$ cat src/rtl/fr_pkg.sv
package fr_pkg;
  typedef enum logic {
    SRC_CACHE  = 1'b0,
    SRC_RESUME = 1'b1
  } dec_src_e;
endpackage

$ cat src/rtl/fr_resume_buf.sv
module fr_resume_buf #(
  parameter int ADDR_W = 32,
  parameter int GRP_W  = 128,
  parameter int TAG_W  = 3,
  parameter int DEPTH  = 4,
  localparam int CNT_W = $clog2(DEPTH + 1),
  localparam int IDX_W = $clog2(DEPTH)
) (
  input  logic              clk_i,
  input  logic              rst_ni,
  input  logic              push_i,
  input  logic [ADDR_W-1:0] push_pc_i,
  input  logic [GRP_W-1:0]  push_data_i,
  input  logic [TAG_W-1:0]  push_tag_i,
  input  logic              res_valid_i,
  input  logic [TAG_W-1:0]  res_tag_i,
  input  logic              res_taken_i,
  output logic              full_o,
  output logic              mis_o,
  output logic [ADDR_W-1:0] mis_pc_o,
  output logic [GRP_W-1:0]  mis_data_o,
  output logic [CNT_W-1:0]  cnt_o
);
  // index 0 is the oldest entry
  logic [ADDR_W-1:0] pc_q   [DEPTH];
  logic [GRP_W-1:0]  data_q [DEPTH];
  logic [TAG_W-1:0]  tag_q  [DEPTH];
  logic [CNT_W-1:0]  cnt_q;

  logic [ADDR_W-1:0] pc_n   [DEPTH];
  logic [GRP_W-1:0]  data_n [DEPTH];
  logic [TAG_W-1:0]  tag_n  [DEPTH];
  logic [CNT_W-1:0]  cnt_n;

  logic             hit, ok_free;
  logic [IDX_W-1:0] idx;

  always_comb begin
    hit = 1'b0;
    idx = '0;
    for (int i = DEPTH - 1; i >= 0; i--) begin
      if (CNT_W'(i) < cnt_q && tag_q[i] == res_tag_i) begin
        hit = 1'b1;
        idx = IDX_W'(i);
      end
    end
  end

  assign mis_o      = res_valid_i & hit & ~res_taken_i;
  assign ok_free    = res_valid_i & hit & res_taken_i;
  assign mis_pc_o   = pc_q[idx];
  assign mis_data_o = data_q[idx];
  assign full_o     = (cnt_q == CNT_W'(DEPTH));
  assign cnt_o      = cnt_q;

  always_comb begin
    pc_n   = pc_q;
    data_n = data_q;
    tag_n  = tag_q;
    cnt_n  = cnt_q;
    if (mis_o) begin
      cnt_n = CNT_W'(idx);
    end else begin
      if (ok_free) begin
        for (int i = 0; i < DEPTH - 1; i++) begin
          if (IDX_W'(i) >= idx) begin
            pc_n[i]   = pc_q[i+1];
            data_n[i] = data_q[i+1];
            tag_n[i]  = tag_q[i+1];
          end
        end
        cnt_n = cnt_q - 1'b1;
      end
      if (push_i && cnt_n < CNT_W'(DEPTH)) begin
        pc_n[cnt_n[IDX_W-1:0]]   = push_pc_i;
        data_n[cnt_n[IDX_W-1:0]] = push_data_i;
        tag_n[cnt_n[IDX_W-1:0]]  = push_tag_i;
        cnt_n = cnt_n + 1'b1;
      end
    end
  end

  always_ff @(posedge clk_i or negedge rst_ni) begin
    if (!rst_ni) begin
      cnt_q <= '0;
      for (int i = 0; i < DEPTH; i++) begin
        pc_q[i]   <= '0;
        data_q[i] <= '0;
        tag_q[i]  <= '0;
      end
    end else begin
      cnt_q  <= cnt_n;
      pc_q   <= pc_n;
      data_q <= data_n;
      tag_q  <= tag_n;
    end
  end
endmodule

$ cat src/rtl/fr_pc_gen.sv
module fr_pc_gen #(
  parameter int              ADDR_W   = 32,
  parameter int              GROUP_B  = 16,
  parameter logic [ADDR_W-1:0] RESET_PC = '0
) (
  input  logic              clk_i,
  input  logic              rst_ni,
  input  logic              mis_i,
  input  logic [ADDR_W-1:0] mis_pc_i,
  input  logic              hold_i,
  input  logic              take_i,
  input  logic [ADDR_W-1:0] target_i,
  output logic [ADDR_W-1:0] pc_o
);
  localparam logic [ADDR_W-1:0] STEP = ADDR_W'(GROUP_B);

  logic [ADDR_W-1:0] pc_q, pc_n;

  always_comb begin
    if (mis_i)       pc_n = mis_pc_i + STEP;
    else if (hold_i) pc_n = pc_q;
    else if (take_i) pc_n = target_i;
    else             pc_n = pc_q + STEP;
  end

  always_ff @(posedge clk_i or negedge rst_ni) begin
    if (!rst_ni) pc_q <= RESET_PC;
    else         pc_q <= pc_n;
  end

  assign pc_o = pc_q;
endmodule

$ cat src/rtl/fetch_redirect.sv
module fetch_redirect #(
  parameter int                ADDR_W   = 32,
  parameter int                INSN_W   = 32,
  parameter int                LANES    = 4,
  parameter int                DEPTH    = 4,
  parameter int                TAG_W    = 3,
  parameter logic [ADDR_W-1:0] RESET_PC = 32'h0000_1000,
  localparam int               GRP_W    = INSN_W * LANES,
  localparam int               GROUP_B  = GRP_W / 8,
  localparam int               CNT_W    = $clog2(DEPTH + 1)
) (
  input  logic              clk_i,
  input  logic              rst_ni,
  input  logic              stall_i,
  input  logic [GRP_W-1:0]  fetch_data_i,
  input  logic              dec_taken_i,
  input  logic [ADDR_W-1:0] dec_target_i,
  input  logic [TAG_W-1:0]  dec_tag_i,
  input  logic              res_valid_i,
  input  logic [TAG_W-1:0]  res_tag_i,
  input  logic              res_taken_i,
  output logic [ADDR_W-1:0] fetch_pc_o,
  output logic              dec_src_o,
  output logic [ADDR_W-1:0] resume_pc_o,
  output logic [GRP_W-1:0]  resume_data_o,
  output logic              dec_hold_o
);
  import fr_pkg::*;

  logic              mis, full, take;
  logic [ADDR_W-1:0] mis_pc;
  logic [GRP_W-1:0]  mis_data;
  logic [CNT_W-1:0]  buf_cnt;

  dec_src_e          src_q;
  logic [ADDR_W-1:0] rec_pc_q;
  logic [GRP_W-1:0]  rec_data_q;

  // a misprediction flushes decode, so its branch is neither held nor taken
  assign dec_hold_o = dec_taken_i & full & ~mis;
  assign take       = dec_taken_i & ~full & ~stall_i & ~mis;

  fr_resume_buf #(
    .ADDR_W (ADDR_W),
    .GRP_W  (GRP_W),
    .TAG_W  (TAG_W),
    .DEPTH  (DEPTH)
  ) u_buf (
    .clk_i       (clk_i),
    .rst_ni      (rst_ni),
    .push_i      (take),
    .push_pc_i   (fetch_pc_o),
    .push_data_i (fetch_data_i),
    .push_tag_i  (dec_tag_i),
    .res_valid_i (res_valid_i),
    .res_tag_i   (res_tag_i),
    .res_taken_i (res_taken_i),
    .full_o      (full),
    .mis_o       (mis),
    .mis_pc_o    (mis_pc),
    .mis_data_o  (mis_data),
    .cnt_o       (buf_cnt)
  );

  fr_pc_gen #(
    .ADDR_W   (ADDR_W),
    .GROUP_B  (GROUP_B),
    .RESET_PC (RESET_PC)
  ) u_pc (
    .clk_i    (clk_i),
    .rst_ni   (rst_ni),
    .mis_i    (mis),
    .mis_pc_i (mis_pc),
    .hold_i   (stall_i | dec_hold_o),
    .take_i   (take),
    .target_i (dec_target_i),
    .pc_o     (fetch_pc_o)
  );

  always_ff @(posedge clk_i or negedge rst_ni) begin
    if (!rst_ni) begin
      src_q      <= SRC_CACHE;
      rec_pc_q   <= '0;
      rec_data_q <= '0;
    end else if (mis) begin
      src_q      <= SRC_RESUME;
      rec_pc_q   <= mis_pc;
      rec_data_q <= mis_data;
    end else if (!stall_i) begin
      src_q      <= SRC_CACHE;
    end
  end

  assign dec_src_o     = (src_q == SRC_RESUME);
  assign resume_pc_o   = rec_pc_q;
  assign resume_data_o = rec_data_q;
endmodule

$ cat config.mk
export PLATFORM = sky130hd
export DESIGN_NAME = fetch_redirect
export DESIGN_NICKNAME = d
export VERILOG_FILES = /design/src/rtl/fr_pkg.sv /design/src/rtl/fr_resume_buf.sv /design/src/rtl/fr_pc_gen.sv /design/src/rtl/fetch_redirect.sv
export SDC_FILE = /design/constraint.sdc
export NUM_CORES = 2
export LEC_CHECK = 0
export CELL_PAD_IN_SITES_DETAIL_PLACEMENT = 2
export CELL_PAD_IN_SITES_GLOBAL_PLACEMENT = 2
export CORE_ASPECT_RATIO = 0.7
export CORE_MARGIN = 8
export CORE_UTILIZATION = 40
export CTS_CLUSTER_SIZE = 24
export DETAILED_ROUTE_END_ITERATION = 8
export HOLD_SLACK_MARGIN = 0.05
export PLACE_DENSITY = 0.93
export SLEW_MARGIN = 0
export SYNTH_ARGS = -nofsm -noshare
export SYNTH_HDL_FRONTEND = slang
export SYNTH_HIERARCHICAL = 1
export SYNTH_SLANG_ARGS = --single-unit
export TNS_END_PERCENT = 20
$ cat constraint.sdc
create_clock -name clk_i -period 10.88 [get_ports clk_i]
set_input_delay 1.632 -clock clk_i [delete_from_list [all_inputs] [get_ports clk_i]]
set_output_delay 1.632 -clock clk_i [all_outputs]
set_load 0.02 [all_outputs]
# Word level (Yosys, flattened, before mapping)
# Index checks and enable logic that the tools add are counted.
word_totals:
  ff_bits: 848
  latchBits: 0
  ramBits: 0
  rom_bits: 0
  inputBits: 172
  output_inout_bits: 194
  elab_cells: 111
  memories: 0
op_classes:
  addsub: 4
  n_mul: 0
  n_div: 0
  magnitude_cmp: 11
  n_eq_ne: 7
  n_shift: 0
  mux: 50
  bitwise_logic: 15
  n_reduce_logical: 7
op_table:
  columns: ["operator", "n"]
  rows:
  - ["2-to-1 mux 128 bit", 7]
  - ["2-to-1 mux 384 bit", 2]
  - ["bitwise mux 512 bit", 1]
  - ["2-to-1 mux 512 bit", 1]
  - ["2-to-1 mux 32 bit", 9]
  - ["binary-select mux 128 bit (select 2 bit)", 1]
  - ["demux 128 bit (select 2 bit)", 1]
  - ["2-to-1 mux 96 bit", 2]
  - ["bitwise mux 128 bit", 1]
  - ["adder 32 x 5 -> 32 bit (second input constant)", 2]
  - ["binary-select mux 32 bit (select 2 bit)", 1]
  - ["demux 32 bit (select 2 bit)", 1]
  - ["2-to-1 mux 3 bit", 8]
  - ["2-to-1 mux 9 bit", 2]
  - ["bitwise mux 12 bit", 1]
  - ["== test 3 bit", 4]
  - ["2-to-1 mux 12 bit", 1]
  - ["AND 1 bit", 8]
  - ["2-to-1 mux 2 bit", 4]
  - ["demux 3 bit (select 2 bit)", 1]
  - ["greater-or-equal comparator 3 bit (second input constant)", 2]
  - ["logical AND 1 bit", 6]
  - ["< comparator 1 x 3 -> 1 bit (first input constant)", 2]
  - ["< comparator 2 x 3 -> 1 bit (first input constant)", 2]
  - ["other kinds (14)", 24]

# Logic depth before layout (Yosys ltp)
depth:
  ltp_word: 17
  depth_mapped: 21
  depth_no_buf: 15

# By module
# The synthesis kept the hierarchy.
by_module_without_submodules:
  columns: ["mod", "n_inst", "cells_each", "area_each_um2", "seq_area_each_um2"]
  rows:
  - ["fr_resume_buf", 1, 3877, 34099.0, 16390.7]
  - ["fetch_redirect", 1, 343, 6266.0, 4028.9]
  - ["fr_pc_gen", 1, 381, 2864.0, 802.0]

# Worst setup path before layout
# OpenSTA, ideal clock, no wires.
synth_timing:
  kind: "input to register"
  from: "input port res_tag_i[0]"
  to: "register u_buf/data_q[185] (netlist name)"
  setup_ns: 0.124
  t_arrival_ns: 5.384
  required_time_ns: 10.756
  setup_slack_ns: 5.373
  path_stages: 20
  n_path_buf: 10
  cell_sequence: "buf_2 -> xnor2_2 -> nand4_1 -> a21oi_1 -> o21ai_1 -> clkinv_1 -> clkbuf_1 -> buf_4 -> buf_6 -> buf_6 -> nor4b_2 -> clkbuf_1 -> nor4b_4 -> o22a_2 -> buf_6 -> o21ai_1 -> buf_6 -> buf_6 -> buf_6 -> a211o_1"
synth_between:
  word_cells_on_any_way: 37
  classes_between: "order compare: 4; eq/ne: 4; mux: 17; bitwise: 6; reduce/logical: 6"
synth_rtl:
  columns: ["item", "line_no", "source"]
  rows:
  - ["from (decl)", "fetch_redirect.sv:20", "input logic [TAG_W-1:0] res_tag_i,"]
  - ["== test 3 bit", "fr_resume_buf.sv:42", "if (CNT_W'(i) < cnt_q && tag_q[i] == res_tag_i) begin"]
  - ["logical AND 1 bit", "fr_resume_buf.sv:42", null]
  - ["2-to-1 mux 1 bit (3 in series)", "fr_resume_buf.sv:42", null]
  - ["2-to-1 mux 1 bit *", "fr_resume_buf.sv:42", null]
  - ["AND 1 bit * (2 in series)", "fr_resume_buf.sv:49", "assign mis_o = res_valid_i & hit & ~res_taken_i;"]
  - ["via mis", "fetch_redirect.sv:30", "logic mis, full, take;"]
  - ["NOT 1 bit (no source line) *", null, null]
  - ["AND 1 bit *", "fetch_redirect.sv:41", "assign take = dec_taken_i & ~full & ~stall_i & ~mis;"]
  - ["via take", "fetch_redirect.sv:30", null]
  - ["logical AND 1 bit *", "fr_resume_buf.sv:74", "if (push_i && cnt_n < CNT_W'(DEPTH)) begin"]
  - ["2-to-1 mux 512 bit *", "fr_resume_buf.sv:74", null]
  - ["to (signal assigned)", "fr_resume_buf.sv:94", "data_q <= data_n;"]
  - ["to (decl)", "fr_resume_buf.sv:26", "logic [GRP_W-1:0] data_q [DEPTH];"]
# The timed path passes the listed nets; every way through them passes the cells marked *. The select of a mux whose other input is x is not followed.
# A chain may end at the register's enable or synchronous reset.

# Final worst setup path
layout_timing:
  from: "input port res_tag_i[2]"
  to: "register u_pc.pc_q[31] (netlist: u_pc/pc_o[31])"
layout_between:
  word_cells_on_any_way: 31
  classes_between: "add/sub: 1; eq/ne: 5; mux: 14; bitwise: 7; reduce/logical: 4"
layout_rtl:
  columns: ["item", "line_no", "source"]
  rows:
  - ["== test 3 bit", "fr_resume_buf.sv:42", null]
  - ["logical AND 1 bit", "fr_resume_buf.sv:42", null]
  - ["2-to-1 mux 2 bit (3 in series)", "fr_resume_buf.sv:42", null]
  - ["2-to-1 mux 2 bit *", "fr_resume_buf.sv:42", null]
  - ["NOT 2 -> 3 bit (not written as such) *", "fr_resume_buf.sv:51", "assign mis_pc_o = pc_q[idx];"]
  - ["binary-select mux 32 bit (select 2 bit) *", "fr_resume_buf.sv:51", null]
  - ["2-to-1 mux 32 bit (not written as such) * (2 in series)", "fr_resume_buf.sv:51", null]
  - ["via mis_pc[12]", "fetch_redirect.sv:31", "logic [ADDR_W-1:0] mis_pc;"]
  - ["adder 32 x 5 -> 32 bit *", "fr_pc_gen.sv:20", "if (mis_i) pc_n = mis_pc_i + STEP;"]
  - ["2-to-1 mux 32 bit *", "fr_pc_gen.sv:20", null]
  - ["to (signal assigned)", "fr_pc_gen.sv:28", "else pc_q <= pc_n;"]
  - ["to (decl)", "fr_pc_gen.sv:17", "logic [ADDR_W-1:0] pc_q, pc_n;"]
# Marked as above.

==> summary.md <==
| Metric | Value |
|---|---|
| Power per cell area | `333.7 mW/mm^2` |
| CP cell instances | `clkdlybuf4s50_1, xnor2_1, nand4_2, o22ai_1, and2_4, buf_4, buf_4, nand2_1, a31oi_1, and4_1, nand4_2, nor4_1, mux2_2, a31oi_1` |
| Final worst-path cycle share | `between 60 and 70%` |
| Area leader, netlist | `dfrtp_1` |
| Die Area | `0.1190 sq mm` |
| Worst setup EP type | `flip-flop` |
| Net count after synthesis | `about 4800` |
| Vias in the first global route | `46990` |
| Post-synthesis xor/xnor area fraction | `less than 1%` |
| Final hold vios | `0` |
| Post-synthesis async set-or-reset flop share | `100.0%` |
| Clock Pin Slew Worst Setup and Hold Paths | `70 ps` |
| TNS Setup | `0 ps` |
| Clock Skew | `67.60 ps` |
| Ys flop type | `dfrtp_1` |
| Synth Area in Simple Gates | `23.20%` |
| Ratio of cells with drive above 1 in the final layout | `around an eighth` |
| Nets | `4876` |
| Pin count of the biggest net entering global routing | `193` |
| Placed cell area | `0.04758 sq mm` |
| Post-synthesis cell type count | `77` |
| Gp weighted congestion | `0.8011` |
| Mapped Avg Cell Area | `9.396 sq um` |
| Leakage power | `0.02416 uW` |
| Gr ovfl total | `0` |
| Max Fclk | `~0.14 GHz` |
| Slew Limit Fails | `0` |
| IO Port Bufs | `about 370` |
| Starting DRT DRC Count | `between 3000 and 4000` |
| Post-synth EDFFs | `0` |
| VDD IR max | `0.0002463 V` |
| Synth Area in Compound Gates | `13.06%` |
| Core footprint | `~0.11 sq mm` |
| Yosys reg bits | `848` |
| Crit path kind | `input port to flip-flop` |
| Largest stage delay, worst path | `650 ps` |
| Initial antenna violation count | `19` |
| Fill cell count | `11060` |
| # rows | `slightly above 100` |
| CTS tree | `built` |
| Drc violations | `0` |
| Routed Antenna Nets | `0` |
| Post_cts resized | `0` |
| Worst slack, placed | `3414 ps` |
| Worst slew pin tran | `1366 ps` |
| Critical Path AT | `7780 ps` |
| Overall Global Routing Usage | `32.33%` |
| Worst reg2reg startpoint | `u_buf/cnt_o[2]` |
| Number of cells on the critical path | `14` |
| DR pass1 iterations | `6` |
| Critical Path Source | `res_tag_i[2]` |
| Latest clock arrival within the worst-skew pair | `just over 700 ps` |
| Required time of the worst setup path | `11460 ps` |
| Total Power | `16920 uW` |
| Yosys top cell area share | `between 40% and 50%` |
| CTS Hold Bufs | `0` |
| Crit-path slowest cell | `buf_4` |
| H-tree levels | `3` |
| Vias | `41080` |
| DIE HEIGHT | `291.0 microns` |
| Final worst slack | `roughly 3700 ps` |
| Most common cell in the netlist | `nand2_1` |
| Ranking of synthesized cells by area | `dfrtp_1 49%, nand2_1 10%, and3_1 7.2%` |
| Fin crit period | `7201 ps` |
| FF-to-FF End | `u_buf/pc_q[58]` |
| Chip width | `408.9 microns` |
| Detailed placement HPWL | `roughly 110000 microns` |
| Max clock buf depth | `3` |
| Post-route cell area | `0.05069 sq mm` |
| Adder-Cell Fraction of Synth Area | `0.1447%` |
| Status | `completed` |
| HP Class | `flip-flop to flip-flop` |
| Max cap viols | `0` |
| # setup viols final | `0` |
| RSZ-0062 raised after global routing | `false` |
| Post-Synthesis Cell Area | `0.04323 sq mm` |
| R2R depth | `12` |
| Syn. warnings | `6` |
| Combinational family with the most area after synthesis | `simple AND/OR/NAND/NOR gates` |
| First-pass GRT wire length | `between 300000 and 400000 microns` |
| I/O pin cnt | `366` |
| Seq/Total Area, Yosys | `49.09%` |
| CP Launch Type | `input port` |
| Post-Syn Instances | `4601` |
| Share of synthesized area spent on multiplexers | `approximately 9.3%` |
| Flop-to-flop setup slack | `around 4300 ps` |
| Sink Count | `848` |
| Crit path max fanout | `51` |
| Setup repair bufs after CTS | `0` |
| Top cells by count, synth | `1188 x nand2_1, 847 x dfrtp_1, 500 x and3_1` |
| Total wire length | `around 200000 microns` |
| Vias per inst | `6.595` |
| Routed WL per cell | `32.06 microns` |
| Initial Utilization | `40.10%` |
| CP bufs+invs | `3` |
| Layout area overhead | `17.26%` |
| Crit path capture | `u_pc/pc_o[31]` |
| CTS Buf Count | `91` |
| Slew margin rel. | `8.224%` |
| Delay-heaviest family, CP | `simple AND/OR/NAND/NOR gates` |
| CTS root buf | `clkbuf_16` |
==> routing by layer <==
| layer | up-vias | part of all wire, % | global-route usage [%] |
|---|---|---|---|
| li1 | 16620 | - | - |
| met1 | 21630 | 40 | 39.92 |
| met2 | 2220 | 49 | 54.18 |
| met3 | 598 | 7.3 | 6.195 |
| met4 | 6 | 4.2 | 15.97 |
| met5 | - | 0.019 | 0 |
==> area by class of cell <==
cell class | count | area, sq um | share of cell area [%]
Sequential cell | 848 | 21220 | 41.86
Antenna cell | 15 | 37.54 | 0.07405
Multi-Input combinational cell | 3320 | 20280 | 40.01
Tap cell | 1442 | 1804 | 3.559
Clock buffer | 138 | 2715 | 5.356
Inverter | 14 | 60.06 | 0.1185
Timing Repair Buffer | 424 | 4214 | 8.313
Clock inverter | 27 | 357.8 | 0.7059
==> per-stage QoR <==
step                util, %  hold slack, ps  instances
floorplan                 -           478.2       4601
global placement      44.14           474.8       6048
detailed placement    44.14           486.1       6048
CTS                   46.99           501.2       6213
global route          47.02           512.8       6224
finish                47.03           499.8       6228
==> logic make-up after synthesis <==
group / count (synthesis)
XOR/XNOR: 38
buffers and inverters: 433
multiplexers: 334
AND/OR/NAND/NOR: 2152
adder cells (fa/ha/maj): 5
flip-flops: 848
AO/OA/AOI/OAI: 791
==> how the worst min path moves through the flow <==
stage | startpoint | endpoint | slack [ps] | depth (start not counted)
after floorplan | flip-flop | flip-flop | 480 | 1
after global placement | dec_src_o | dec_src_o | 470 | 1
after detailed placement | dec_src_o | dec_src_o | 490 | 1
after CTS | dec_src_o | dec_src_o | 500 | 1
after global routing | dec_src_o | dec_src_o | 510 | 1
final | dec_src_o | dec_src_o | 500 | 1
==> power by group <==
| group | switching, uW | internal (uW) | total, uW |
|---|---|---|---|
| logic | 4580 | 2910 | 7500 |
| clock network | 1470 | 1870 | 3340 |
| registers | 1480 | 4600 | 6080 |
==> cells in the final DEF, fill, tap and decap left out, drive strengths merged, types with 7 or more instances in the layout <==
cell | netlist | final
a211o | 163 | 163
clkbuf | 305 | 138
o211ai | 7 | 7
clkinv | 2 | 18
buf | 114 | 60
clkdlybuf4s50 | 0 | 364
and4 | 9 | 9
o21ai | 40 | 40
nand4 | 18 | 18
a21oi | 24 | 24
a31oi | 333 | 333
inv | 12 | 16
mux2i | 7 | 7
nand3 | 188 | 188
xor2 | 7 | 7
xnor2 | 31 | 31
a22oi | 166 | 166
and2 | 7 | 7
nor3 | 179 | 179
dfrtp | 847 | 847
mux2 | 327 | 327
nor2 | 38 | 38
diode | 0 | 15
and3 | 500 | 500
nand2 | 1189 | 1189
No activity file was read; power rests on OpenSTA's default activity.
